===== src/rtl/ir_pkg.sv =====
package ir_pkg;

    typedef enum logic [1:0] {
        ST_IDLE  = 2'd0,
        ST_SCAN  = 2'd1,
        ST_DRAIN = 2'd2
    } walk_state_t;

    typedef enum logic {
        SHADE_FLAT    = 1'b0,
        SHADE_GOURAUD = 1'b1
    } shade_mode_t;

endpackage


===== src/rtl/ir_raster_walk.sv =====
module ir_raster_walk
    import ir_pkg::*;
#(
    parameter int H_RES = 8,
    parameter int V_RES = 6,
    localparam int XW = (H_RES > 1) ? $clog2(H_RES) : 1,
    localparam int YW = (V_RES > 1) ? $clog2(V_RES) : 1,
    localparam int AW = (H_RES * V_RES > 1) ? $clog2(H_RES * V_RES) : 1
) (
    input  logic          clk,
    input  logic          rst_n,
    input  logic          start,
    input  logic          mode_in,
    input  logic [23:0]   bg_in,
    input  logic          adv,
    input  logic          pipe_busy,
    output logic          s0_valid,
    output logic [XW-1:0] s0_x,
    output logic [YW-1:0] s0_y,
    output logic          s0_sof,
    output logic          s0_eol,
    output logic [AW-1:0] s0_addr,
    output logic          mode_q,
    output logic [23:0]   bg_q
);

    walk_state_t st_q, st_d;
    logic [XW-1:0] x_q;
    logic [YW-1:0] y_q;
    logic [AW-1:0] addr_q;
    logic          last_px, step;

    assign last_px = (x_q == XW'(H_RES - 1)) && (y_q == YW'(V_RES - 1));
    assign step    = s0_valid && adv;

    // state register
    always_ff @(posedge clk) begin
        if (!rst_n) st_q <= ST_IDLE;
        else        st_q <= st_d;
    end

    // next state
    always_comb begin
        st_d = st_q;
        unique case (st_q)
            ST_IDLE:  if (start)           st_d = ST_SCAN;
            ST_SCAN:  if (step && last_px) st_d = ST_DRAIN;
            ST_DRAIN: if (!pipe_busy)      st_d = ST_IDLE;
            default:                       st_d = ST_IDLE;
        endcase
    end

    // outputs
    always_comb begin
        s0_valid = (st_q == ST_SCAN);
        s0_x     = x_q;
        s0_y     = y_q;
        s0_addr  = addr_q;
        s0_sof   = (x_q == '0) && (y_q == '0);
        s0_eol   = (x_q == XW'(H_RES - 1));
    end

    // raster counters and per-frame settings
    always_ff @(posedge clk) begin
        if (!rst_n) begin
            x_q    <= '0;
            y_q    <= '0;
            addr_q <= '0;
            mode_q <= 1'b0;
            bg_q   <= '0;
        end else begin
            if (st_q == ST_IDLE && start) begin
                mode_q <= mode_in;
                bg_q   <= bg_in;
            end
            if (step) begin
                if (last_px) begin
                    x_q    <= '0;
                    y_q    <= '0;
                    addr_q <= '0;
                end else begin
                    addr_q <= addr_q + AW'(1);
                    if (x_q == XW'(H_RES - 1)) begin
                        x_q <= '0;
                        y_q <= y_q + YW'(1);
                    end else begin
                        x_q <= x_q + XW'(1);
                    end
                end
            end
        end
    end

    // frame settings frozen outside idle
    a_r10_settings_held: assert property (@(posedge clk) disable iff (!rst_n)
        (st_q != ST_IDLE) |=> ($stable(mode_q) && $stable(bg_q)));

    // linear address tracks the coordinates
    a_r1_addr_linear: assert property (@(posedge clk) disable iff (!rst_n)
        s0_valid |-> (s0_addr == AW'(AW'(y_q) * AW'(H_RES) + AW'(x_q))));

    // last issued pixel ends the walk and rewinds the counters
    a_r1_last_to_drain: assert property (@(posedge clk) disable iff (!rst_n)
        (step && last_px) |=> (st_q == ST_DRAIN && x_q == '0 && y_q == '0));

endmodule


===== src/rtl/ir_shade_ch.sv =====
module ir_shade_ch #(
    parameter int CW   = 16,
    parameter int FRAC = 8,
    parameter int XW   = 3,
    parameter int YW   = 3,
    localparam int MW  = (XW > YW) ? XW : YW,
    localparam int AW  = CW + MW + 3
) (
    input  logic signed [CW-1:0] coef_a,
    input  logic signed [CW-1:0] coef_b,
    input  logic signed [CW-1:0] coef_c,
    input  logic [XW-1:0]        x,
    input  logic [YW-1:0]        y,
    output logic [7:0]           chan
);

    localparam logic signed [AW-1:0] RND = AW'(1) <<< (FRAC - 1);
    localparam logic signed [AW-1:0] MAXV = AW'(255);

    logic signed [AW-1:0] ax, by, sum, shifted;

    always_comb begin
        ax      = AW'(coef_a) * AW'($signed({1'b0, x}));
        by      = AW'(coef_b) * AW'($signed({1'b0, y}));
        sum     = ax + by + AW'(coef_c) + RND;
        shifted = sum >>> FRAC;
        if (shifted < 0)         chan = 8'd0;
        else if (shifted > MAXV) chan = 8'd255;
        else                     chan = shifted[7:0];
    end

endmodule


===== src/rtl/ir_scanout_shader.sv =====
module ir_scanout_shader
    import ir_pkg::*;
#(
    parameter int H_RES = 8,
    parameter int V_RES = 6,
    parameter int IDX_W = 4,
    parameter int CW    = 16,
    parameter int FRAC  = 8,
    localparam int XW    = (H_RES > 1) ? $clog2(H_RES) : 1,
    localparam int YW    = (V_RES > 1) ? $clog2(V_RES) : 1,
    localparam int AW    = (H_RES * V_RES > 1) ? $clog2(H_RES * V_RES) : 1,
    localparam int ENT_W = 24 + 9 * CW
) (
    input  logic             clk,
    input  logic             rst_n,
    input  logic             start,
    input  logic             mode,
    input  logic [23:0]      bg_rgb,
    output logic [AW-1:0]    idx_addr,
    input  logic [IDX_W-1:0] idx_data,
    output logic [IDX_W-1:0] tri_addr,
    input  logic [ENT_W-1:0] tri_data,
    output logic             pix_valid,
    input  logic             pix_ready,
    output logic             pix_sof,
    output logic             pix_eol,
    output logic [23:0]      pix_rgb
);

    localparam logic [IDX_W-1:0] NO_TRI = '1;

    logic          adv, pipe_busy;
    logic          s0_valid, s0_sof, s0_eol;
    logic [XW-1:0] s0_x;
    logic [YW-1:0] s0_y;
    logic          mode_q;
    logic [23:0]   bg_q;

    // stage 1: index captured
    logic             s1_valid, s1_sof, s1_eol;
    logic [XW-1:0]    s1_x;
    logic [YW-1:0]    s1_y;
    logic [IDX_W-1:0] s1_idx;

    // stage 2: entry captured
    logic             s2_valid, s2_sof, s2_eol, s2_bg;
    logic [XW-1:0]    s2_x;
    logic [YW-1:0]    s2_y;
    logic [ENT_W-1:0] s2_ent;

    logic [23:0] grd_rgb, shade_rgb;

    assign adv       = !pix_valid || pix_ready;
    assign pipe_busy = s1_valid || s2_valid || pix_valid;
    assign tri_addr  = s1_idx;

    ir_raster_walk #(.H_RES(H_RES), .V_RES(V_RES)) u_walk (
        .clk      (clk),
        .rst_n    (rst_n),
        .start    (start),
        .mode_in  (mode),
        .bg_in    (bg_rgb),
        .adv      (adv),
        .pipe_busy(pipe_busy),
        .s0_valid (s0_valid),
        .s0_x     (s0_x),
        .s0_y     (s0_y),
        .s0_sof   (s0_sof),
        .s0_eol   (s0_eol),
        .s0_addr  (idx_addr),
        .mode_q   (mode_q),
        .bg_q     (bg_q)
    );

    always_ff @(posedge clk) begin
        if (!rst_n) begin
            s1_valid <= 1'b0; s1_sof <= 1'b0; s1_eol <= 1'b0;
            s1_x <= '0; s1_y <= '0; s1_idx <= '0;
        end else if (adv) begin
            s1_valid <= s0_valid; s1_sof <= s0_sof; s1_eol <= s0_eol;
            s1_x <= s0_x; s1_y <= s0_y; s1_idx <= idx_data;
        end
    end

    always_ff @(posedge clk) begin
        if (!rst_n) begin
            s2_valid <= 1'b0; s2_sof <= 1'b0; s2_eol <= 1'b0; s2_bg <= 1'b0;
            s2_x <= '0; s2_y <= '0; s2_ent <= '0;
        end else if (adv) begin
            s2_valid <= s1_valid; s2_sof <= s1_sof; s2_eol <= s1_eol;
            s2_bg <= (s1_idx == NO_TRI);
            s2_x <= s1_x; s2_y <= s1_y; s2_ent <= tri_data;
        end
    end

    for (genvar k = 0; k < 3; k++) begin : g_ch
        localparam int BASE = 24 + k * 3 * CW;
        ir_shade_ch #(.CW(CW), .FRAC(FRAC), .XW(XW), .YW(YW)) u_ch (
            .coef_a(s2_ent[BASE +: CW]),
            .coef_b(s2_ent[BASE + CW +: CW]),
            .coef_c(s2_ent[BASE + 2 * CW +: CW]),
            .x     (s2_x),
            .y     (s2_y),
            .chan  (grd_rgb[23 - 8 * k -: 8])
        );
    end

    always_comb begin
        if (s2_bg)                                 shade_rgb = bg_q;
        else if (shade_mode_t'(mode_q) == SHADE_FLAT) shade_rgb = s2_ent[23:0];
        else                                       shade_rgb = grd_rgb;
    end

    // stage 3: output register
    always_ff @(posedge clk) begin
        if (!rst_n) begin
            pix_valid <= 1'b0; pix_sof <= 1'b0; pix_eol <= 1'b0; pix_rgb <= '0;
        end else if (adv) begin
            pix_valid <= s2_valid; pix_sof <= s2_sof; pix_eol <= s2_eol;
            pix_rgb <= shade_rgb;
        end
    end

    // a refused pixel is held
    a_r9_hold_stable: assert property (@(posedge clk) disable iff (!rst_n)
        (pix_valid && !pix_ready) |=>
            (pix_valid && $stable(pix_rgb) && $stable(pix_sof) && $stable(pix_eol)));

    // uncovered pixel leaves with the frame background
    a_r7_bg_out: assert property (@(posedge clk) disable iff (!rst_n)
        (adv && s2_valid && s2_bg) |=> (pix_rgb == bg_q));

    // flat pixel leaves with the entry colour
    a_r4_flat_out: assert property (@(posedge clk) disable iff (!rst_n)
        (adv && s2_valid && !s2_bg && !mode_q) |=> (pix_rgb == $past(s2_ent[23:0])));

endmodule


===== config.mk =====
export PLATFORM = sky130hd
export DESIGN_NAME = ir_scanout_shader
export DESIGN_NICKNAME = d
export VERILOG_FILES = /design/src/rtl/ir_pkg.sv /design/src/rtl/ir_raster_walk.sv /design/src/rtl/ir_shade_ch.sv /design/src/rtl/ir_scanout_shader.sv
export SDC_FILE = /design/constraint.sdc
export NUM_CORES = 1
export LEC_CHECK = 0
export BUFFER_PORTS_ARGS = -buffer_cell sky130_fd_sc_hd__buf_2
export CAP_MARGIN = 10
export CORE_MARGIN = 2
export CORE_UTILIZATION = 62
export DETAILED_ROUTE_END_ITERATION = 8
export GPL_ROUTABILITY_DRIVEN = 1
export PLACE_DENSITY = 0.92
export SLEW_MARGIN = 10
export SYNTH_ARGS = -nofsm -noshare
export SYNTH_HDL_FRONTEND = slang
export SYNTH_SLANG_ARGS = --single-unit

===== constraint.sdc =====
create_clock -name clk -period 8.79 [get_ports clk]
set_clock_uncertainty 0.2 [all_clocks]
set_input_delay 1.3185 -clock clk [delete_from_list [all_inputs] [get_ports clk]]
set_output_delay 1.3185 -clock clk [all_outputs]
set_load 0.03 [all_outputs]

==> flow_results.xml, run 1 <==
<?xml version="1.0" encoding="UTF-8"?>
<metrics>
  <group name="power">
    <metric name="design_power_total" unit="mW">2.88</metric>
    <metric name="ir_drop" unit="mV">0.140</metric>
    <metric name="power.density" unit="nW/um2">107</metric>
    <metric name="leakagePower" unit="nW">14.2</metric>
  </group>
  <group name="detailed_routing">
    <metric name="detail_route.vias_per_cell" unit="">5.53</metric>
    <metric name="drt-initial-drc-count" unit="">1255</metric>
    <metric name="drcViolationCount" unit="">0</metric>
    <metric name="drt_pass1_iterations" unit="">6</metric>
    <metric name="drt.antenna.violating_nets" unit="">0</metric>
    <metric name="average_routed_wire_per_standard_cell" unit="um">15.6</metric>
    <metric name="detail_route.wirelength" unit="um">58400</metric>
    <metric name="route.vias.total" unit="">20600</metric>
  </group>
  <group name="sta">
    <metric name="setup_viol_count_final" unit="">0</metric>
    <metric name="timing.final.crit_share" unit="%">88.8</metric>
    <metric name="fmax" unit="GHz">0.128</metric>
    <metric name="slew_headroom" unit="%">33.7</metric>
    <metric name="max_slew.worst_pin.slew" unit="ns">0.993</metric>
    <metric name="final_max_slew_viol_count" unit="">0</metric>
    <metric name="total_negative_slack_for_setup_checks" unit="ns">0</metric>
    <metric name="minimum_hold_slack" unit="ns">0.263</metric>
    <metric name="final.min_clock_period" unit="ns">7.80</metric>
    <metric name="setup_repair_after_global_routing_missed_its_margin" unit="">false</metric>
    <metric name="final.setup.worst_slack" unit="ns">0.985</metric>
    <metric name="final-hold-violation-count" unit="">0</metric>
  </group>
  <group name="yosys">
    <metric name="proportion_of_register_bits_with_asynchronous_set_or_reset_after_synthesis" unit="%">0</metric>
    <metric name="yosys.area_share.simple" unit="%">19.9</metric>
    <metric name="area_of_the_mapped_netlist" unit="um2">24500</metric>
    <metric name="largest_area_contributor_in_the_netlist" unit="">sky130_fd_sc_hd__dfxtp_1</metric>
    <metric name="synth_adder_area_share" unit="%">29.8</metric>
    <metric name="ys.warnings.count" unit="">0</metric>
    <metric name="mappedNetlistNets" unit="">3723</metric>
    <metric name="number_of_instances_in_the_synthesized_netlist" unit="">3031</metric>
    <metric name="synth_top_area_share" unit="%">21.0</metric>
    <metric name="syn-mean-instance-area" unit="um2">8.07</metric>
    <metric name="synthMuxAreaShare" unit="%">0.169</metric>
    <metric name="synth_enable_flop_cells" unit="">0</metric>
    <metric name="yosys_register_bits" unit="">257</metric>
    <metric name="ys_types" unit="">67</metric>
    <metric name="synth_xor_xnor_area_share" unit="%">4.51</metric>
    <metric name="compound_gate_portion_of_the_synthesized_area" unit="%">16.6</metric>
    <metric name="main_combinational_cell_family_by_area_after_synthesis" unit="">adder cells</metric>
    <metric name="synth_area_leaders" unit="">sky130_fd_sc_hd__dfxtp_1, sky130_fd_sc_hd__ha_1, sky130_fd_sc_hd__fa_1, sky130_fd_sc_hd__nand2_1, sky130_fd_sc_hd__a21boi_0</metric>
    <metric name="synth_flop_cell" unit="">sky130_fd_sc_hd__dfxtp_1</metric>
    <metric name="sequential_cell_area_fraction_in_the_yosys_report" unit="%">21.0</metric>
  </group>
  <group name="finish">
    <metric name="finalCoreUtilization" unit="%">69.4</metric>
    <metric name="final_common_cell" unit="">sky130_fd_sc_hd__nand2_1</metric>
    <metric name="total_non_filler_cell_area_in_the_finished_layout" unit="um2">26900</metric>
    <metric name="most-common-layout-cells" unit="">sky130_fd_sc_hd__nand2_1, sky130_fd_sc_hd__inv_1, sky130_fd_sc_hd__ha_1</metric>
    <metric name="insertedDiodeCount" unit="">0</metric>
    <metric name="drive_above_1_share" unit="%">10.1</metric>
    <metric name="post_layout_nonfiller_instances" unit="">3730</metric>
    <metric name="layout-area-overhead-vs-synth" unit="%">10.1</metric>
    <metric name="finish.net_count" unit="">3883</metric>
  </group>
  <group name="place">
    <metric name="place_ws" unit="ns">0.873</metric>
    <metric name="port_buffers" unit="">237</metric>
    <metric name="gpl.final_weighted_congestion" unit="">0.922</metric>
    <metric name="detailed_place_hpwl" unit="um">45000</metric>
    <metric name="placedInstanceArea" unit="um2">26000</metric>
    <metric name="post-place-cells" unit="">3679</metric>
  </group>
  <group name="grt">
    <metric name="most_utilized_layer_in_the_global_route_result" unit="">met2</metric>
    <metric name="grt_start_max_net_pins" unit="">203</metric>
    <metric name="gr-usage-all-layers" unit="%">28.4</metric>
    <metric name="grtUsageMet3" unit="%">3.08</metric>
    <metric name="grt_util_met1" unit="%">38.5</metric>
    <metric name="grt_antenna_before_repair" unit="">0</metric>
    <metric name="grt_first_pass_wirelength" unit="um">96800</metric>
    <metric name="use_met2" unit="%">47.7</metric>
    <metric name="grt_overflow_total" unit="">0</metric>
    <metric name="grt_pass1_vias" unit="">20000</metric>
  </group>
  <group name="floorplan">
    <metric name="floorplan.core_area" unit="um2">38800</metric>
    <metric name="die_x" unit="um">203</metric>
    <metric name="row_count" unit="">72</metric>
    <metric name="die_h" unit="um">203</metric>
    <metric name="initial_core_util" unit="%">63.0</metric>
    <metric name="design.die.area" unit="um2">41100</metric>
    <metric name="pin_count" unit="">238</metric>
  </group>
  <group name="setup_path">
    <metric name="arrival" unit="ns">8.14</metric>
    <metric name="critical_path.endpoint_type" unit="">flop</metric>
    <metric name="cp_max_fo" unit="">21</metric>
    <metric name="timing.critical_path.slowest_stage_cell" unit="">sky130_fd_sc_hd__dfxtp_2</metric>
    <metric name="worst_ep_required_time" unit="ns">9.13</metric>
    <metric name="timing.critical_path.from_type" unit="">flop</metric>
    <metric name="cpMostUsedCell" unit="">sky130_fd_sc_hd__ha_1</metric>
    <metric name="crit_type" unit="">reg -&gt; reg</metric>
    <metric name="cp_slowest_stage_delay" unit="ns">0.57</metric>
  </group>
  <group name="cts">
    <metric name="ctsRootBufferMaster" unit="">sky130_fd_sc_hd__clkbuf_16</metric>
    <metric name="cts.sink_count" unit="">257</metric>
    <metric name="cts_inserted_buffers" unit="">28</metric>
    <metric name="worst_setup_hold_path_clk_slew" unit="ns">0.06</metric>
    <metric name="count_of_h_tree_levels_built_during_cts" unit="">1</metric>
    <metric name="tritoncts" unit="">built</metric>
    <metric name="clockBufferDepth" unit="">3</metric>
    <metric name="insertion_delay" unit="ns">0.60</metric>
  </group>
  <group name="run_status">
    <metric name="outcome" unit="">completed</metric>
  </group>
  <group name="job">
    <metric name="drv_cap" unit="">0</metric>
  </group>
  <group name="min_path">
    <metric name="timing.hold.worst.class" unit="">reg -&gt; reg</metric>
  </group>
</metrics>
## final timing paths
path             startpoint        endpoint  slack (ns)  cells after the start
min          u_walk.bg_q[4]  u_walk.bg_q[4]        0.26                      2
min reg2reg  u_walk.bg_q[4]  u_walk.bg_q[4]        0.26                      2
max                 s2_y[1]     pix_rgb[23]        0.99                     28
max reg2reg         s2_y[1]     pix_rgb[23]        0.99                     28
## synthesized netlist by cell type, drive strengths merged, types with 12 or more instances
library cell and count:
nand2 569, inv 403, ha 338, dfxtp 257, and2 240, a21boi 229
fa 153, clkbuf 119, a21oi 113, nor2 95, xnor2 85, o21ai 66
xor2 41, a21o 31, nand3 31, nor3 30, nor2b 18, o21bai 17
and3 15, o211ai 15, o21a 15, nand2b 13, or3 12
## routing by layer
layer / vias to the layer above / wire length [um]
li1: 10200 / -
met1: 9761 / 25500
met2: 581 / 27700
met3: 98 / 3370
met4: 0 / 1750
met5: - / 0
## critical path: cells and delay by family, from the launching register on
family | cells | cell delay (ns)
mux | 1 | 0.38
flops | 1 | 0.57
compound gates | 14 | 3.56
buf+inv | 2 | 0.19
xor+xnor | 1 | 0.16
simple gates | 4 | 0.72
fa+ha+maj | 6 | 1.94
## sequential cells by signal (all words and copies together) (netlist names), 2 cells and up
register,cells
s2_x,3
s2_ent,168
u_walk.s0_y,3
s2_y,3
u_walk.bg_q,24
u_walk.s0_x,3
s1_y,3
u_walk.st_q,2
s1_x,3
tri_addr,4
pix_rgb,24
u_walk.s0_addr,6
## kinds of logic after synthesis
| family | count (synthesis) |
|---|---|
| adders and majority gates | 491 |
| AOI/OAI and AO/OA | 579 |
| muxes | 4 |
| and+or+nand+nor | 1052 |
| xor gates and xnor gates | 126 |
| DFF | 257 |
| buffers and inverters | 522 |
## report_power, final
| group | switching, mW | internal, mW |
|---|---|---|
| logic | 0.207 | 0.147 |
| registers | 0.0618 | 1.23 |
| clock network | 0.520 | 0.709 |
| total | 0.789 | 2.09 |
## area by class of cell
cell class	count	area, um2
well taps	518	648
multi-input cells	2252	17400
inverters	403	1510
fillers	2997	11900
repair buffers	249	1290
clock buffers	40	816
flip-flops and latches	257	5150
clock inverters	11	148
## timing repair
action	4_1_cts	5_1_grt
resized for setup	0	1
setup endpoints to repair	0	3
hold buffers	0	0
setup buffers	0	0
No activity file was read; power rests on OpenSTA's default activity.
==> run 2, diff against run 1 <==
- ABC_AREA: default -> 1
- HOLD_SLACK_MARGIN: default -> 0.1
==> flow_results.xml, run 2 <==
<?xml version="1.0" encoding="UTF-8"?>
<metrics>
  <group name="cts">
    <metric name="count_of_h_tree_levels_built_during_cts" unit="">1</metric>
    <metric name="tritoncts" unit="">built</metric>
    <metric name="cts_setup_buffers" unit="">0</metric>
    <metric name="ctsHoldBuffers" unit="">0</metric>
    <metric name="cts_inserted_buffers" unit="">28</metric>
    <metric name="worst_setup_hold_path_clk_slew" unit="ns">0.07</metric>
    <metric name="ctsRootBufferMaster" unit="">sky130_fd_sc_hd__clkbuf_16</metric>
    <metric name="cts.sink_count" unit="">257</metric>
    <metric name="post_cts_resized" unit="">0</metric>
    <metric name="insertion_delay" unit="ns">0.60</metric>
    <metric name="clockBufferDepth" unit="">3</metric>
  </group>
  <group name="yosys">
    <metric name="synth_enable_flop_cells" unit="">0</metric>
    <metric name="yosys_register_bits" unit="">257</metric>
    <metric name="synth_top_area_share" unit="%">20.0</metric>
    <metric name="synth_flop_cell" unit="">sky130_fd_sc_hd__dfxtp_1</metric>
    <metric name="mappedNetlistNets" unit="">4446</metric>
    <metric name="ys_top_cells_by_count" unit="">sky130_fd_sc_hd__inv_1, sky130_fd_sc_hd__nand2_1, sky130_fd_sc_hd__nor2_1, sky130_fd_sc_hd__ha_1, sky130_fd_sc_hd__o21ai_0</metric>
    <metric name="ys_types" unit="">52</metric>
    <metric name="synth_area_leaders" unit="">sky130_fd_sc_hd__dfxtp_1, sky130_fd_sc_hd__ha_1, sky130_fd_sc_hd__fa_1, sky130_fd_sc_hd__inv_1, sky130_fd_sc_hd__nand2_1</metric>
    <metric name="number_of_instances_in_the_synthesized_netlist" unit="">3754</metric>
    <metric name="largest_area_contributor_in_the_netlist" unit="">sky130_fd_sc_hd__dfxtp_1</metric>
    <metric name="area_of_the_mapped_netlist" unit="um2">25700</metric>
    <metric name="proportion_of_register_bits_with_asynchronous_set_or_reset_after_synthesis" unit="%">0</metric>
    <metric name="ys.warnings.count" unit="">0</metric>
    <metric name="syn-mean-instance-area" unit="um2">6.85</metric>
    <metric name="yosysMostFrequentCell" unit="">sky130_fd_sc_hd__inv_1</metric>
    <metric name="sequential_cell_area_fraction_in_the_yosys_report" unit="%">20.0</metric>
  </group>
  <group name="floorplan">
    <metric name="pin_count" unit="">238</metric>
    <metric name="die_h" unit="um">208</metric>
    <metric name="die_x" unit="um">208</metric>
    <metric name="floorplan.core_area" unit="um2">40900</metric>
    <metric name="row_count" unit="">74</metric>
    <metric name="design.die.area" unit="um2">43100</metric>
    <metric name="initial_core_util" unit="%">62.9</metric>
  </group>
  <group name="setup_path">
    <metric name="timing.rr.start" unit="">s2_x[1]</metric>
    <metric name="arrival" unit="ns">7.20</metric>
    <metric name="cp_max_fo" unit="">49</metric>
    <metric name="worst-path-buf-inv" unit="">3</metric>
    <metric name="timing.critical_path.slowest_stage_cell" unit="">sky130_fd_sc_hd__dfxtp_2</metric>
    <metric name="reg2reg_setup_slack" unit="ns">1.83</metric>
    <metric name="cp_slowest_stage_delay" unit="ns">0.95</metric>
    <metric name="worst_setup_path_endpoint" unit="">pix_rgb[23]</metric>
    <metric name="worst-path-stages" unit="">38</metric>
    <metric name="timing.critical_path.from_type" unit="">flop</metric>
    <metric name="cpMostUsedCell" unit="">sky130_fd_sc_hd__nand2_1</metric>
    <metric name="timing.rr.end" unit="">pix_rgb[23]</metric>
    <metric name="crit_type" unit="">reg -&gt; reg</metric>
    <metric name="cell_family_with_most_cp_delay" unit="">adder cells</metric>
    <metric name="timing.reg2reg.worst_path_depth" unit="">38</metric>
    <metric name="timing.critical_path.from" unit="">s2_x[1]</metric>
    <metric name="critical_path.endpoint_type" unit="">flop</metric>
    <metric name="worst_ep_required_time" unit="ns">9.03</metric>
  </group>
  <group name="detailed_routing">
    <metric name="drcViolationCount" unit="">0</metric>
    <metric name="drt-initial-drc-count" unit="">1845</metric>
    <metric name="detail_route.wirelength" unit="um">65900</metric>
    <metric name="drt.antenna.violating_nets" unit="">0</metric>
    <metric name="average_routed_wire_per_standard_cell" unit="um">14.7</metric>
    <metric name="route.vias.total" unit="">24000</metric>
    <metric name="drt_pass1_iterations" unit="">6</metric>
    <metric name="detail_route.vias_per_cell" unit="">5.38</metric>
  </group>
  <group name="finish">
    <metric name="max_ffs_per_register" unit="">168</metric>
    <metric name="finalCoreUtilization" unit="%">68.9</metric>
    <metric name="layout.filler_cells" unit="">3355</metric>
    <metric name="reg_top3" unit="">s2_ent x168, pix_rgb x24, u_walk.bg_q x24</metric>
    <metric name="finish.net_count" unit="">4604</metric>
    <metric name="layout-area-overhead-vs-synth" unit="%">9.62</metric>
    <metric name="post_layout_nonfiller_instances" unit="">4470</metric>
    <metric name="most-common-layout-cells" unit="">sky130_fd_sc_hd__inv_1, sky130_fd_sc_hd__nand2_1, sky130_fd_sc_hd__nor2_1</metric>
    <metric name="final_common_cell" unit="">sky130_fd_sc_hd__inv_1</metric>
    <metric name="registers.top_by_ff_count" unit="">s2_ent</metric>
    <metric name="drive_above_1_share" unit="%">8.57</metric>
  </group>
  <group name="power">
    <metric name="design_power_total" unit="mW">3.17</metric>
    <metric name="power.density" unit="nW/um2">112</metric>
    <metric name="leakagePower" unit="nW">17.2</metric>
    <metric name="ir_drop" unit="mV">0.201</metric>
  </group>
  <group name="sta">
    <metric name="final.min_clock_period" unit="ns">6.96</metric>
    <metric name="slew_headroom" unit="%">31.9</metric>
    <metric name="final-hold-violation-count" unit="">0</metric>
    <metric name="final_max_slew_viol_count" unit="">0</metric>
    <metric name="fmax" unit="GHz">0.144</metric>
    <metric name="minimum_hold_slack" unit="ns">0.254</metric>
    <metric name="setup_viol_count_final" unit="">0</metric>
    <metric name="setup_repair_after_global_routing_missed_its_margin" unit="">false</metric>
    <metric name="timing.final.crit_share" unit="%">79.2</metric>
    <metric name="max_slew.worst_pin.slew" unit="ns">1.02</metric>
    <metric name="total_negative_slack_for_setup_checks" unit="ns">0</metric>
  </group>
  <group name="place">
    <metric name="detailed_place_hpwl" unit="um">51000</metric>
    <metric name="gpl.final_weighted_congestion" unit="">0.972</metric>
    <metric name="post-place-cells" unit="">4414</metric>
    <metric name="port_buffers" unit="">237</metric>
  </group>
  <group name="min_path">
    <metric name="timing.hold.worst.class" unit="">reg -&gt; reg</metric>
  </group>
  <group name="grt">
    <metric name="grt_pass1_vias" unit="">23300</metric>
    <metric name="grt_first_pass_wirelength" unit="um">110000</metric>
    <metric name="grt_start_max_net_pins" unit="">207</metric>
    <metric name="gr-usage-all-layers" unit="%">30.5</metric>
    <metric name="grt_antenna_before_repair" unit="">8</metric>
    <metric name="grt_overflow_total" unit="">0</metric>
  </group>
  <group name="run_status">
    <metric name="outcome" unit="">completed</metric>
  </group>
  <group name="job">
    <metric name="drv_cap" unit="">0</metric>
  </group>
</metrics>
==> run 2: tightest hold or removal path: stages, from the launching register on <==
cell	delay, ns
sky130_fd_sc_hd__dfxtp_1	0.30
sky130_fd_sc_hd__inv_1	0.06
sky130_fd_sc_hd__a21oi_1	0.05
==> run 2: worst min path at each step <==
stage               startpoint              end  slack [ns]  cells past startpoint
3_5_place_dp    u_walk.bg_q[7]   u_walk.bg_q[7]        0.25                      2
2_1_floorplan   u_walk.bg_q[0]   u_walk.bg_q[0]        0.23                      2
5_1_grt         u_walk.bg_q[8]   u_walk.bg_q[8]        0.28                      2
3_3_place_gp   u_walk.bg_q[18]  u_walk.bg_q[18]        0.24                      2
6_report        u_walk.bg_q[3]   u_walk.bg_q[3]        0.25                      2
4_1_cts         u_walk.bg_q[7]   u_walk.bg_q[7]        0.26                      2
==> run 2: layer usage <==
layer | GRT usage [%] | wire length [um] | share of wire [%]
met2 | 50.3 | 29200 | 44
met5 | 0 | 42 | 0.064
met4 | 11.5 | 2800 | 4.3
met3 | 5.99 | 5830 | 8.9
met1 | 39.7 | 28000 | 43
==> run 2: cell type report <==
| class | instances | area, um2 | share of cell area, % |
|---|---|---|---|
| tap | 532 | 666 | 2.36 |
| sequential | 257 | 5150 | 18.3 |
| antenna | 4 | 10.0 | 0.0355 |
| clock buffer | 37 | 774 | 2.75 |
| multi-input combinational | 2590 | 17100 | 60.8 |
| clock inverter | 15 | 223 | 0.790 |
| inverter | 790 | 2970 | 10.5 |
| timing repair buffer | 245 | 1260 | 4.49 |
==> run 2: report_power, final <==
group	leakage, nW	internal (mW)	switching, mW
Clock	0.490	0.746	0.534
Sequential	2.14	1.24	0.0740
Combinational	14.6	0.207	0.366
Total	17.2	2.19	0.974
==> run 2: kinds of logic (layout without fill, tap and decap cells) <==
| family | count (synthesis) | in the layout | share of synthesized area (%) |
|---|---|---|---|
| fa+ha+maj | 491 | 491 | 28.3 |
| flops | 257 | 257 | 20.0 |
| compound gates | 670 | 670 | 14.1 |
| other cells | 0 | 4 | 0 |
| xor+xnor | 124 | 124 | 4.22 |
| buf+inv | 907 | 1087 | 13.4 |
| simple gates | 1305 | 1305 | 19.9 |
==> run 2: per-stage QoR <==
stage               setup WS (ns)  cell area (um2)
detailed placement           2.03            27200
CTS                          1.93            28200
global route                 1.07            28200
finish                       1.83            28200
global placement             2.17            27200
floorplan                    2.82            25700
==> run 3, diff against run 2 <==
- CORE_UTILIZATION: 62 -> 56
- PLACE_DENSITY: 0.92 -> 0.88
- clock period: 8.79 -> 5.65 ns (I/O delays scaled with it)
==> flow_results.xml, run 3 (synthesis results as in run 2) <==
<?xml version="1.0" encoding="UTF-8"?>
<metrics>
  <group name="finish">
    <metric name="final_common_cell" unit="">sky130_fd_sc_hd__inv_1</metric>
    <metric name="post_layout_nonfiller_instances" unit="">4931</metric>
    <metric name="finish.net_count" unit="">4997</metric>
    <metric name="total_non_filler_cell_area_in_the_finished_layout" unit="um2">33400</metric>
    <metric name="most-common-layout-cells" unit="">sky130_fd_sc_hd__inv_1, sky130_fd_sc_hd__nand2_1, sky130_fd_sc_hd__nor2_1</metric>
    <metric name="layout.filler_cells" unit="">3044</metric>
    <metric name="layout-area-overhead-vs-synth" unit="%">30.0</metric>
    <metric name="max_ffs_per_register" unit="">168</metric>
    <metric name="reg_top3" unit="">s2_ent x168, pix_rgb x24, u_walk.bg_q x24</metric>
    <metric name="registers.top_by_ff_count" unit="">s2_ent</metric>
    <metric name="drive_above_1_share" unit="%">24.7</metric>
  </group>
  <group name="min_path">
    <metric name="timing.hold.worst.class" unit="">reg -&gt; reg</metric>
  </group>
  <group name="grt">
    <metric name="gr-usage-all-layers" unit="%">32.1</metric>
    <metric name="grt_antenna_before_repair" unit="">4</metric>
    <metric name="grt_overflow_total" unit="">0</metric>
    <metric name="grt_start_max_net_pins" unit="">143</metric>
    <metric name="grt_pass1_vias" unit="">26300</metric>
    <metric name="grt_first_pass_wirelength" unit="um">125000</metric>
  </group>
  <group name="detailed_routing">
    <metric name="detail_route.vias_per_cell" unit="">5.57</metric>
    <metric name="route.vias.total" unit="">27400</metric>
    <metric name="drcViolationCount" unit="">0</metric>
    <metric name="drt_pass1_iterations" unit="">8</metric>
    <metric name="drt.antenna.violating_nets" unit="">0</metric>
    <metric name="average_routed_wire_per_standard_cell" unit="um">17.6</metric>
    <metric name="detail_route.wirelength" unit="um">86900</metric>
    <metric name="drt-initial-drc-count" unit="">2390</metric>
  </group>
  <group name="power">
    <metric name="swShare" unit="%">32.8</metric>
    <metric name="power.density" unit="nW/um2">158</metric>
    <metric name="leakagePower" unit="nW">19.3</metric>
    <metric name="ir_drop" unit="mV">0.258</metric>
    <metric name="p_clk_share" unit="%">37.7</metric>
    <metric name="total_switching_power" unit="mW">1.73</metric>
    <metric name="sequentialPowerShare" unit="%">38.4</metric>
    <metric name="power.internal" unit="mW">3.54</metric>
    <metric name="design_power_total" unit="mW">5.28</metric>
    <metric name="p_comb_share" unit="%">23.9</metric>
  </group>
  <group name="cts">
    <metric name="cts_inserted_buffers" unit="">30</metric>
    <metric name="ctsRootBufferMaster" unit="">sky130_fd_sc_hd__clkbuf_16</metric>
    <metric name="tritoncts" unit="">built</metric>
    <metric name="insertion_delay" unit="ns">0.62</metric>
    <metric name="clockBufferDepth" unit="">3</metric>
    <metric name="count_of_h_tree_levels_built_during_cts" unit="">1</metric>
    <metric name="worst_setup_hold_path_clk_slew" unit="ns">0.08</metric>
    <metric name="cts.sink_count" unit="">257</metric>
    <metric name="ctsHoldBuffers" unit="">0</metric>
  </group>
  <group name="sta">
    <metric name="final.setup.worst_slack" unit="ns">-1.08</metric>
    <metric name="max_slew.worst_pin.slew" unit="ns">1.12</metric>
    <metric name="setup_viol_count_final" unit="">24</metric>
    <metric name="final.min_clock_period" unit="ns">6.73</metric>
    <metric name="final-hold-violation-count" unit="">0</metric>
    <metric name="slew_headroom" unit="%">25.2</metric>
    <metric name="timing.final.crit_share" unit="%">119</metric>
    <metric name="total_negative_slack_for_setup_checks" unit="ns">-16.02</metric>
    <metric name="final_max_slew_viol_count" unit="">0</metric>
    <metric name="setup_repair_after_global_routing_missed_its_margin" unit="">true</metric>
    <metric name="fmax" unit="GHz">0.149</metric>
  </group>
  <group name="run_status">
    <metric name="outcome" unit="">complete, but fails checks</metric>
    <metric name="failed_checks" unit="">setup timing</metric>
  </group>
  <group name="setup_path">
    <metric name="cp_slowest_stage_delay" unit="ns">0.78</metric>
    <metric name="worst_ep_required_time" unit="ns">5.92</metric>
    <metric name="critical_path.endpoint_type" unit="">flop</metric>
    <metric name="cpMostUsedCell" unit="">sky130_fd_sc_hd__nand2_1</metric>
    <metric name="cp_max_fo" unit="">8</metric>
    <metric name="crit_type" unit="">reg -&gt; reg</metric>
    <metric name="timing.critical_path.from_type" unit="">flop</metric>
    <metric name="arrival" unit="ns">7.00</metric>
    <metric name="timing.critical_path.slowest_stage_cell" unit="">sky130_fd_sc_hd__a21oi_1</metric>
  </group>
  <group name="place">
    <metric name="post-place-cells" unit="">4829</metric>
    <metric name="gpl.final_weighted_congestion" unit="">0.990</metric>
    <metric name="placedInstanceArea" unit="um2">30000</metric>
    <metric name="port_buffers" unit="">237</metric>
    <metric name="place_ws" unit="ns">-0.660</metric>
    <metric name="detailed_place_hpwl" unit="um">56100</metric>
  </group>
  <group name="floorplan">
    <metric name="initial_core_util" unit="%">56.7</metric>
    <metric name="die_h" unit="um">218</metric>
    <metric name="design.die.area" unit="um2">47700</metric>
    <metric name="floorplan.core_area" unit="um2">45400</metric>
    <metric name="row_count" unit="">78</metric>
    <metric name="pin_count" unit="">238</metric>
    <metric name="die_x" unit="um">218</metric>
  </group>
  <group name="job">
    <metric name="drv_cap" unit="">0</metric>
  </group>
</metrics>
==> run 3: cell count changes in the layout (fill, tap and decap cells not counted), sizes merged <==
cell | before | now
bufbuf | 0 | 1
inv | 794 | 796
clkinvlp | 0 | 4
clkinv | 7 | 5
clkbuf | 37 | 40
bufinv | 4 | 1
buf | 245 | 633
==> run 3: final cells by class <==
cell class / instances / area (um2) / share of cell area, %
inverters: 790 / 2970 / 8.89
flip-flops and latches: 257 / 5160 / 15.4
clock inverters: 16 / 173 / 0.516
diodes: 4 / 10.0 / 0.0299
repair buffers: 636 / 4450 / 13.3
well taps: 600 / 751 / 2.24
multi-input cells: 2590 / 19100 / 57.1
clock buffers: 38 / 821 / 2.45
==> run 3: per-layer routing <==
layer	part of all wire [%]	global-route usage [%]	vias to the layer above
met3	8.0	4.50	523
met1	35	36.2	12700
li1	-	-	12700
met5	0	0	-
met2	48	57.4	1456
met4	8.7	19.2	0
==> run 3: what timing repair did <==
action / 4_1_cts / 5_1_grt
buffers inserted: 27 / 16
pin swaps: 95 / 164
setup endpoints to repair: 24 / 24
resized for setup: 240 / 179
cloned: 2 / 2
==> run 3: power by group through the flow <==
| stage | clock (mW) | combinational, mW | sequential, mW |
|---|---|---|---|
| after floorplan | 0 | 0.577 | 2.07 |
| after global placement | 0 | 1.01 | 2.05 |
| after detailed placement | 0 | 1.04 | 2.06 |
| after CTS | 2.01 | 1.14 | 2.02 |
| after global routing | 2.09 | 1.36 | 2.04 |
| final | 1.99 | 1.26 | 2.03 |
==> run 3: critical path, delay by kind of cell, from the launching register on <==
kind            cells  cell delay [ns]
buf+inv             7             0.89
flops               1             0.40
xor+xnor            1             0.14
fa+ha+maj           6             2.24
compound gates      3             1.12
simple gates       16             1.55
==> run 3: worst paths after layout <==
| check | startpoint | to | slack (ns) | cells after the start |
|---|---|---|---|---|
| setup reg to reg | s2_x[2] | pix_rgb[15] | -1.08 | 33 |
| setup / recovery | s2_x[2] | pix_rgb[15] | -1.08 | 33 |
| hold / removal | u_walk.bg_q[23] | u_walk.bg_q[23] | 0.26 | 2 |
| hold reg to reg | u_walk.bg_q[23] | u_walk.bg_q[23] | 0.26 | 2 |
==> run 3: stage by stage <==
| step | hold WS, ns | utilization, % |
|---|---|---|
| after floorplan | 0.229 | - |
| after detailed placement | 0.248 | 66.1 |
| after CTS | 0.258 | 71.6 |
| after global routing | 0.278 | 73.7 |
| final | 0.256 | 73.7 |
| after global placement | 0.241 | 66.1 |
